===== config.mk =====
export PLATFORM = sky130hd
export DESIGN_NAME = page_coh_dir
export DESIGN_NICKNAME = d
export VERILOG_FILES = /design/src/rtl/cohdir_pkg.sv /design/src/rtl/cohdir_stat_ram.sv /design/src/rtl/cohdir_next.sv /design/src/rtl/page_coh_dir.sv
export SDC_FILE = /design/constraint.sdc
export NUM_CORES = 1
export LEC_CHECK = 0
export CAP_MARGIN = 20
export CORE_UTILIZATION = 25
export CTS_CLUSTER_SIZE = 30
export DETAILED_ROUTE_END_ITERATION = 6
export SKIP_CTS_REPAIR_TIMING = 1
export SYNTH_ARGS = -nofsm -noshare
export SYNTH_HDL_FRONTEND = slang
export SYNTH_SLANG_ARGS = --single-unit

===== constraint.sdc =====
create_clock -name clk -period 4 [get_ports clk]
set_input_delay 0.8 -clock clk [delete_from_list [all_inputs] [get_ports clk]]
set_output_delay 0.8 -clock clk [all_outputs]
set_load 0.02 [all_outputs]

===== src/rtl/cohdir_pkg.sv =====
package cohdir_pkg;

  typedef enum logic [1:0] {
    PROT_NIL = 2'd0,
    PROT_RD  = 2'd1,
    PROT_WR  = 2'd2
  } prot_e;

  typedef enum logic [1:0] {
    ST_INIT,
    ST_IDLE,
    ST_LOOK,
    ST_WAIT
  } dir_st_e;

  localparam logic OP_INVAL  = 1'b0;
  localparam logic OP_DGRADE = 1'b1;

endpackage


===== src/rtl/cohdir_stat_ram.sv =====
module cohdir_stat_ram #(
  parameter int DEPTH = 16,
  parameter int AW    = 4,
  parameter int DW    = 5
) (
  input  logic          clk,
  input  logic          we,
  input  logic [AW-1:0] waddr,
  input  logic [DW-1:0] wdata,
  input  logic [AW-1:0] raddr,
  output logic [DW-1:0] rdata
);

  logic [DW-1:0] mem [DEPTH];

  // simple dual-port store with a registered read
  always_ff @(posedge clk) begin
    if (we) mem[waddr] <= wdata;
    rdata <= mem[raddr];
  end

endmodule


===== src/rtl/cohdir_next.sv =====
module cohdir_next
  import cohdir_pkg::*;
#(
  parameter int NPROC = 4,
  parameter int IDW   = 2,
  parameter int SW    = 5,
  parameter bit WB_EN = 1'b1
) (
  input  logic [SW-1:0]    cur,
  input  logic [IDW-1:0]   cpu,
  input  logic             is_wr,
  output prot_e            gprot,
  output logic [NPROC-1:0] tgt,
  output logic             op,
  output logic             flush,
  output logic [SW-1:0]    nstat
);

  logic             wmode;
  logic [NPROC-1:0] cs;
  logic [IDW-1:0]   wid;
  logic [NPROC-1:0] me;
  logic [NPROC-1:0] wr_oh;
  prot_e            held;

  always_comb begin
    wmode = cur[SW-1];
    cs    = cur[NPROC-1:0];
    wid   = cur[IDW-1:0];
    me    = NPROC'(1) << cpu;
    wr_oh = NPROC'(1) << wid;
    if (wmode) held = (wid == cpu) ? PROT_WR : PROT_NIL;
    else       held = cs[cpu] ? PROT_RD : PROT_NIL;

    // default: the faulting processor already has enough access
    gprot = held;
    tgt   = '0;
    op    = OP_INVAL;
    flush = 1'b0;
    nstat = cur;

    if (is_wr) begin
      if (held != PROT_WR) begin
        gprot = PROT_WR;
        tgt   = (wmode ? wr_oh : cs) & ~me;
        flush = WB_EN && wmode;
        nstat = {1'b1, NPROC'(cpu)};
      end
    end else if (held == PROT_NIL) begin
      gprot = PROT_RD;
      op    = OP_DGRADE;
      if (wmode) begin
        tgt   = wr_oh;
        flush = WB_EN;
        nstat = {1'b0, wr_oh | me};
      end else begin
        nstat = {1'b0, cs | me};
      end
    end
  end

endmodule


===== src/rtl/page_coh_dir.sv =====
module page_coh_dir
  import cohdir_pkg::*;
#(
  parameter int NPROC = 4,
  parameter int NPAGE = 16,
  parameter bit WB_EN = 1'b1,
  localparam int IDW  = (NPROC > 1) ? $clog2(NPROC) : 1,
  localparam int PW   = (NPAGE > 1) ? $clog2(NPAGE) : 1
) (
  input  logic             clk,
  input  logic             rst,
  input  logic             flt_valid,
  output logic             flt_ready,
  input  logic             flt_write,
  input  logic [IDW-1:0]   flt_cpu,
  input  logic [PW-1:0]    flt_page,
  output logic [NPROC-1:0] rmt_req,
  output logic             rmt_op,
  output logic             rmt_flush,
  output logic [PW-1:0]    rmt_page,
  input  logic [NPROC-1:0] rmt_ack,
  output logic             gnt_valid,
  output logic [IDW-1:0]   gnt_cpu,
  output logic [PW-1:0]    gnt_page,
  output logic [1:0]       gnt_prot
);

  localparam int SW = NPROC + 1;

  dir_st_e          st;
  logic [PW-1:0]    init_ptr;
  logic [IDW-1:0]   f_cpu;
  logic [PW-1:0]    f_page;
  logic             f_wr;
  logic [SW-1:0]    rd_stat;
  logic [SW-1:0]    nxt_q;
  prot_e            gprot_q;

  prot_e            nx_gprot;
  logic [NPROC-1:0] nx_tgt;
  logic             nx_op;
  logic             nx_flush;
  logic [SW-1:0]    nx_stat;

  logic             ram_we;
  logic [PW-1:0]    ram_waddr;
  logic [SW-1:0]    ram_wdata;
  logic             acks_done;

  assign flt_ready = (st == ST_IDLE);
  assign acks_done = ((rmt_req & ~rmt_ack) == '0);

  cohdir_stat_ram #(.DEPTH(NPAGE), .AW(PW), .DW(SW)) u_ram (
    .clk   (clk),
    .we    (ram_we),
    .waddr (ram_waddr),
    .wdata (ram_wdata),
    .raddr (flt_page),
    .rdata (rd_stat)
  );

  cohdir_next #(.NPROC(NPROC), .IDW(IDW), .SW(SW), .WB_EN(WB_EN)) u_next (
    .cur   (rd_stat),
    .cpu   (f_cpu),
    .is_wr (f_wr),
    .gprot (nx_gprot),
    .tgt   (nx_tgt),
    .op    (nx_op),
    .flush (nx_flush),
    .nstat (nx_stat)
  );

  // status store write: clear sweep, immediate commit, or commit after acks
  always_comb begin
    ram_we    = 1'b0;
    ram_waddr = f_page;
    ram_wdata = nxt_q;
    unique case (st)
      ST_INIT: begin
        ram_we    = 1'b1;
        ram_waddr = init_ptr;
        ram_wdata = '0;
      end
      ST_LOOK: begin
        ram_we    = (nx_tgt == '0);
        ram_wdata = nx_stat;
      end
      ST_WAIT: ram_we = acks_done;
      default: ram_we = 1'b0;
    endcase
  end

  always_ff @(posedge clk) begin
    if (rst) begin
      st        <= ST_INIT;
      init_ptr  <= '0;
      f_cpu     <= '0;
      f_page    <= '0;
      f_wr      <= 1'b0;
      nxt_q     <= '0;
      gprot_q   <= PROT_NIL;
      rmt_req   <= '0;
      rmt_op    <= 1'b0;
      rmt_flush <= 1'b0;
      rmt_page  <= '0;
      gnt_valid <= 1'b0;
      gnt_cpu   <= '0;
      gnt_page  <= '0;
      gnt_prot  <= PROT_NIL;
    end else begin
      gnt_valid <= 1'b0;
      unique case (st)
        ST_INIT: begin
          init_ptr <= init_ptr + 1'b1;
          if (init_ptr == PW'(NPAGE - 1)) st <= ST_IDLE;
        end
        ST_IDLE: begin
          if (flt_valid) begin
            f_cpu  <= flt_cpu;
            f_page <= flt_page;
            f_wr   <= flt_write;
            st     <= ST_LOOK;
          end
        end
        ST_LOOK: begin
          nxt_q   <= nx_stat;
          gprot_q <= nx_gprot;
          if (nx_tgt == '0) begin
            gnt_valid <= 1'b1;
            gnt_cpu   <= f_cpu;
            gnt_page  <= f_page;
            gnt_prot  <= nx_gprot;
            st        <= ST_IDLE;
          end else begin
            rmt_req   <= nx_tgt;
            rmt_op    <= nx_op;
            rmt_flush <= nx_flush;
            rmt_page  <= f_page;
            st        <= ST_WAIT;
          end
        end
        ST_WAIT: begin
          rmt_req <= rmt_req & ~rmt_ack;
          if (acks_done) begin
            rmt_op    <= 1'b0;
            rmt_flush <= 1'b0;
            gnt_valid <= 1'b1;
            gnt_cpu   <= f_cpu;
            gnt_page  <= f_page;
            gnt_prot  <= gprot_q;
            st        <= ST_IDLE;
          end
        end
        default: st <= ST_IDLE;
      endcase
    end
  end

endmodule


==> flow_summary.yaml, run 1 <==
routing:
  vias: 3719
  drt-total-wl_microns: 13000
  first_pass_iters: 7
  wl_per_cell_microns: 16.9
  drt_iter0_drc: 202
  drc_errors: 1
  final_antenna_net_count: 0
  viasPerCell: 4.81
sta:
  fmax_mhz: 336
  fin_ws_ns: 1.02
  timing.final.crit_period_ns: 2.98
  setup_tns_ns: 0
  hold_violations: 0
  tightest_slew_ns: 0.859
  timing.final.crit_share: 0.744
  setup_viol: 0
  rsz0062_at_grt: "false"
  slew_violations: 0
  slew_headroom: 0.426
  finClkSkew_ns: 0.0137
grt:
  gr-total-overflow: 0
  grt_first_pass_wirelength_microns: 20900
  use_met3: 0.0373
  grtUsageTotal: 0.119
  use_met2: 0.195
  gr-usage-met1: 0.146
  antenna_found_initial: 0
  grt_max_degree: 35
  top_usage_layer: "met2"
  grt_pass1_vias: 3788
layout:
  final_cell_mix: "edfxtp_1, nand2_1, dfxtp_1, clkdlybuf4s50_1, a21oi_1"
  area_growth_pct: 20.8
  final_common_cell: "edfxtp_1"
  antenna_cells: 0
  layout.cells.non_filler: 773
  drive_gt1_frac: 0.174
  final_nets: 500
logic_synthesis:
  synth_seq_cells: 124
  synth_flop_cell: "edfxtp_1"
  synth_area_sq_um: 5680
  synth_top_area_frac: 0.423
  yosysSeqAreaShare: 0.578
  synth_largest_area_cell: "edfxtp_1"
  syn_inst: 448
  synthesis.nets: 468
  synth_cell_types: 60
  syn_avg_cell_area_sq_um: 12.7
  yosys_warnings: 0
  synth-edff-count: 80
  synthArstFlopShare: 0
  synthTopCellsByArea: "edfxtp_1, dfxtp_1, mux4_2"
worst_hold_path:
  hold_class: "flop to flop"
  hold_depth: 2
  min_to: "gnt_page[1]"
  hold_start: "gnt_page[1]"
critical_path:
  cp.required_ns: 3.20
  worstSetupEndpointType: "output port"
  worst-setup-path-type: "flop to output port"
  rr_worst_depth: 5
  r2r_setup_slack_ns: 1.13
  crit_fanout: 11
  r2r_end: "u_ram.mem[10][4]"
  timing.rr.start: "u_ram.rdata[4]"
  crit_arrival_ns: 2.18
  start_kind: "flop"
clock_network:
  cts_tree: "built"
  cts.path.max_buffers: 2
  htreeDepth: 4
  cts.clk_slew.worst_paths_ns: 0.06
  clk_latency_ns: 0.42
  cts-root-buf: "clkbuf_16"
  cts_sinks: 124
  cts_made_buffers: 17
die:
  die_h_microns: 153
  die_x_microns: 153
  die-area_sq_um: 23300
  start_util: 0.258
  io_pins: 34
  row_count: 54
  core_sq_um: 22000
power:
  ir_drop_mv: 0.273
  leakage_nw: 2.18
  power_density_nw_per_um2: 490
placed_design:
  port_buffers: 33
  place_hpwl_microns: 8990
  place_congestion: 0.844
  dpl_worst_slack_ns: 0.854
  dp.cells: 741
flow_run:
  cap_violations: 0
run_status:
  violations: "design-rule violations"
  status: "finished, violations left"
cell usage after synthesis, drive strengths merged (7+ instances only):
cell type / instances
clkbuf: 14
mux2i: 13
nor2: 32
mux4: 26
o21ai: 20
nand2b: 7
nand2: 57
inv: 16
edfxtp: 80
a21oi: 29
nor2b: 8
nand3: 19
dfxtp: 44
buf: 13
flip-flops by register name, summed over array words and instances, names as in the netlist:
| name | count |
|---|---|
| u_ram.mem | 80 |
| nxt_q | 5 |
| u_ram.rdata | 5 |
| f_page | 4 |
| gnt_page | 4 |
| init_ptr | 4 |
| rmt_page | 4 |
| rmt_req | 4 |
| f_cpu | 2 |
| gnt_cpu | 2 |
| gnt_prot | 2 |
| gprot_q | 2 |
| st | 2 |
| f_wr | 1 |
| gnt_valid | 1 |
| rmt_flush | 1 |
| rmt_op | 1 |
layout make-up:
cell class | count | area [sq um]
Timing Repair Buffer | 40 | 383
Tap cell | 280 | 350
Clock buffer | 17 | 425
Multi-Input combinational cell | 280 | 2180
Clock inverter | 15 | 170
Fill cell | 2153 | 15200
Sequential cell | 124 | 3280
Inverter | 17 | 63.8
routing by layer:
| layer | vias up | wire length, microns |
|---|---|---|
| met2 | 102 | 6450 |
| met4 | 0 | 179 |
| met1 | 1861 | 5760 |
| met5 | - | 0 |
| li1 | 1744 | - |
| met3 | 12 | 646 |
power breakdown:
part	leakage, nW	internal [mW]	switching, mW
clock	0.287	0.976	0.568
combinational	0.849	0.140	0.199
sequential	1.04	1.42	0.0548
total	2.18	2.54	0.822
kinds of logic (layout without fill, tap and decap cells):
group / Yosys count / after routing / synth area share
AOI/OAI and AO/OA: 87 / 87 / 0.110
buffers and inverters: 44 / 89 / 0.0372
muxes: 42 / 42 / 0.134
adders and majority gates: 6 / 6 / 0.0132
xor gates and xnor gates: 4 / 4 / 0.00749
and+or+nand+nor: 141 / 141 / 0.120
DFF: 124 / 124 / 0.578
critical path: stages, from the launching register on:
cell,delay (ns)
dfxtp_1,0.37
inv_1,0.16
ha_1,0.52
clkdlybuf4s50_1,0.71
worst max path at each step:
stage / end / slack, ns / from
floorplan: u_ram.mem[0][2] / 1.76 / f_cpu[0]
global placement: u_ram.mem[13][0] / 1.01 / rmt_ack[0]
detailed placement: u_ram.mem[13][0] / 0.85 / rmt_ack[1]
CTS: flt_ready / 0.98 / st[1]
global route: flt_ready / 0.91 / st[1]
finish: flt_ready / 1.02 / st[1]
through the flow:
step / cell area [sq um] / power, mW / util / hold slack [ns]
final: 6860 / 3.36 / 0.311 / 0.458
after global routing: 6860 / 3.48 / 0.311 / 0.475
after CTS: 6860 / 3.39 / 0.311 / 0.463
after detailed placement: 6260 / 1.84 / 0.284 / 0.452
after global placement: 6260 / 1.83 / 0.284 / 0.437
after floorplan: 5680 / 1.75 / - / 0.428
No activity file was read; power rests on OpenSTA's default activity.
==> run 2, diff against run 1 <==
Clock period 4 ns to 2.8 ns, I/O delays scaled along.
==> run 2 against run 1 <==
The run still ends with design-rule violations left. Core utilization grew 0.78 points. Non-clock buffer count grew 21. Sequential power grew 43%. First-iteration DRC count grew 18%. Clock-buffer cell count is the same. Register-to-register slack lost 0.95 ns. Combinational power grew 58%. Global-route usage grew 0.33 points. Critical endpoint is now u_ram.mem[14][1].
==> flow_summary.yaml, run 2 (same netlist as run 1, synthesis figures left out) <==
sta:
  setup_tns_ns: 0
  fin_ws_ns: 0.176
  timing.final.crit_period_ns: 2.62
  slew_violations: 0
  hold_violations: 0
  holdWs_ns: 0.451
  slew_headroom: 0.471
  setup_viol: 0
  fmax_mhz: 381
  timing.final.crit_share: 0.937
  finClkSkew_ns: 0.0158
  rsz0062_at_grt: "false"
  tightest_slew_ns: 0.794
routing:
  first_pass_iters: 7
  top_layer_used: "met4"
  wl_per_cell_microns: 17.3
  drt-total-wl_microns: 13700
  final_antenna_net_count: 0
  m1WireLength_microns: 5610
  viasPerCell: 4.83
  wl_met3_microns: 804
  met2WireLength_microns: 7130
  vias: 3832
  drc_errors: 5
  drt_iter0_drc: 239
layout:
  utilization: 0.319
  final_nets: 521
  antenna_cells: 0
  largest_register_ffs: 80
  area_growth_pct: 23.8
  fin_area_sq_um: 7030
  layout.cells.non_filler: 793
  top_regs: "u_ram.mem (80), nxt_q (5), u_ram.rdata (5)"
  max_flop_register: "u_ram.mem"
  fillCellCount: 2199
  final_common_cell: "edfxtp_1"
  final_cell_mix: "edfxtp_1, nand2_1, dfxtp_1, clkdlybuf4s50_1, a21oi_1"
  drive_gt1_frac: 0.211
critical_path:
  slowest_stage: "a31oi_4"
  worst-setup-path-type: "flop to flop"
  cp-startpoint: "u_ram.rdata[1]"
  crit_arrival_ns: 2.73
  timing.rr.start: "u_ram.rdata[1]"
  path_cells: "o21ai_0 -> mux2_4 -> o221a_4 -> a31oi_4 -> nor2_1"
  start_kind: "flop"
  crit_fanout: 16
  max_stage_delay_ns: 0.65
  worstSetupEndpointType: "flop"
  cp.required_ns: 2.91
clock_network:
  cts-root-buf: "clkbuf_16"
  cts_made_buffers: 17
  cts.clk_slew.worst_paths_ns: 0.06
  clk_latency_ns: 0.42
  htreeDepth: 4
  cts_sinks: 124
  cts_tree: "built"
  cts.path.max_buffers: 2
run_status:
  status: "finished, violations left"
  violations: "design-rule violations"
die:
  start_util: 0.258
  die_h_microns: 153
  row_count: 54
  io_pins: 34
  die-area_sq_um: 23300
  core_sq_um: 22000
  die_x_microns: 153
grt:
  grt_first_pass_wirelength_microns: 21300
  antenna_found_initial: 0
  gr-total-overflow: 0
  grt_max_degree: 34
  grtUsageTotal: 0.122
  grt_pass1_vias: 3802
power:
  leakage_nw: 2.29
  power_mw: 4.85
  power_switching_mw: 1.18
  ir_drop_mv: 0.425
  combPwrFrac: 0.111
  power_density_nw_per_um2: 690
  sw_frac_of_total: 0.244
  p_seq_frac: 0.434
  internal_power_mw: 3.67
  pwr-share-clk: 0.455
flow_run:
  cap_violations: 0
placed_design:
  port_buffers: 33
  place_hpwl_microns: 9290
  dp.cells: 762
  place_congestion: 0.866
  dpl_worst_slack_ns: 0.00176
  placed_area_sq_um: 6430
worst_hold_path:
  hold_class: "flop to flop"
  hold_start: "gprot_q[1]"
-- run 2: changes by cell type in the layout (fill, tap and decap cells not counted) --
| cell | delta |
|---|---|
| buf_4 | +20 |
| clkinv_1 | -2 |
| clkinv_4 | +2 |
| buf_12 | +1 |
| inv_6 | -1 |
-- run 2: routing by layer --
| metal | up-vias | track usage |
|---|---|---|
| met4 | 0 | 0.0433 |
| met2 | 128 | 0.212 |
| met1 | 1901 | 0.143 |
| li1 | 1786 | - |
| met3 | 17 | 0.0358 |
| met5 | - | 0 |
-- run 2: layout make-up --
cell class              count  area [sq um]  share of cell area
flip-flops and latches    124          3280               0.467
well taps                 280           350              0.0498
repair buffers             61           553              0.0787
inverters                  17          63.8             0.00908
multi-input cells         280          2180               0.311
clock inverters            14           171              0.0244
clock buffers              17           425              0.0605
-- run 2: worst paths after layout --
| path | to | slack (ns) | depth (start not counted) |
|---|---|---|---|
| worst max-delay path | u_ram.mem[14][1] | 0.18 | 5 |
| worst min register to register | gprot_q[1] | 0.45 | 1 |
| worst min-delay path | gprot_q[1] | 0.45 | 1 |
| worst max register to register | u_ram.mem[14][1] | 0.18 | 5 |
-- run 2: power by group through the flow --
| stage | Sequential (mW) | Clock (mW) | Combinational (mW) |
|---|---|---|---|
| 2_1_floorplan | 2.10 | 0 | 0.392 |
| 3_3_place_gp | 2.14 | 0 | 0.522 |
| 3_5_place_dp | 2.14 | 0 | 0.536 |
| 4_1_cts | 2.10 | 2.24 | 0.539 |
| 5_1_grt | 2.11 | 2.31 | 0.578 |
| 6_report | 2.11 | 2.21 | 0.536 |
-- run 2: worst max-delay path: cells and delay by family, from the launching register on --
family           cells  cell delay (ns)
AO/OA/AOI/OAI        3             1.11
flip-flops           1             0.62
AND/OR/NAND/NOR      1             0.27
multiplexers         1             0.30
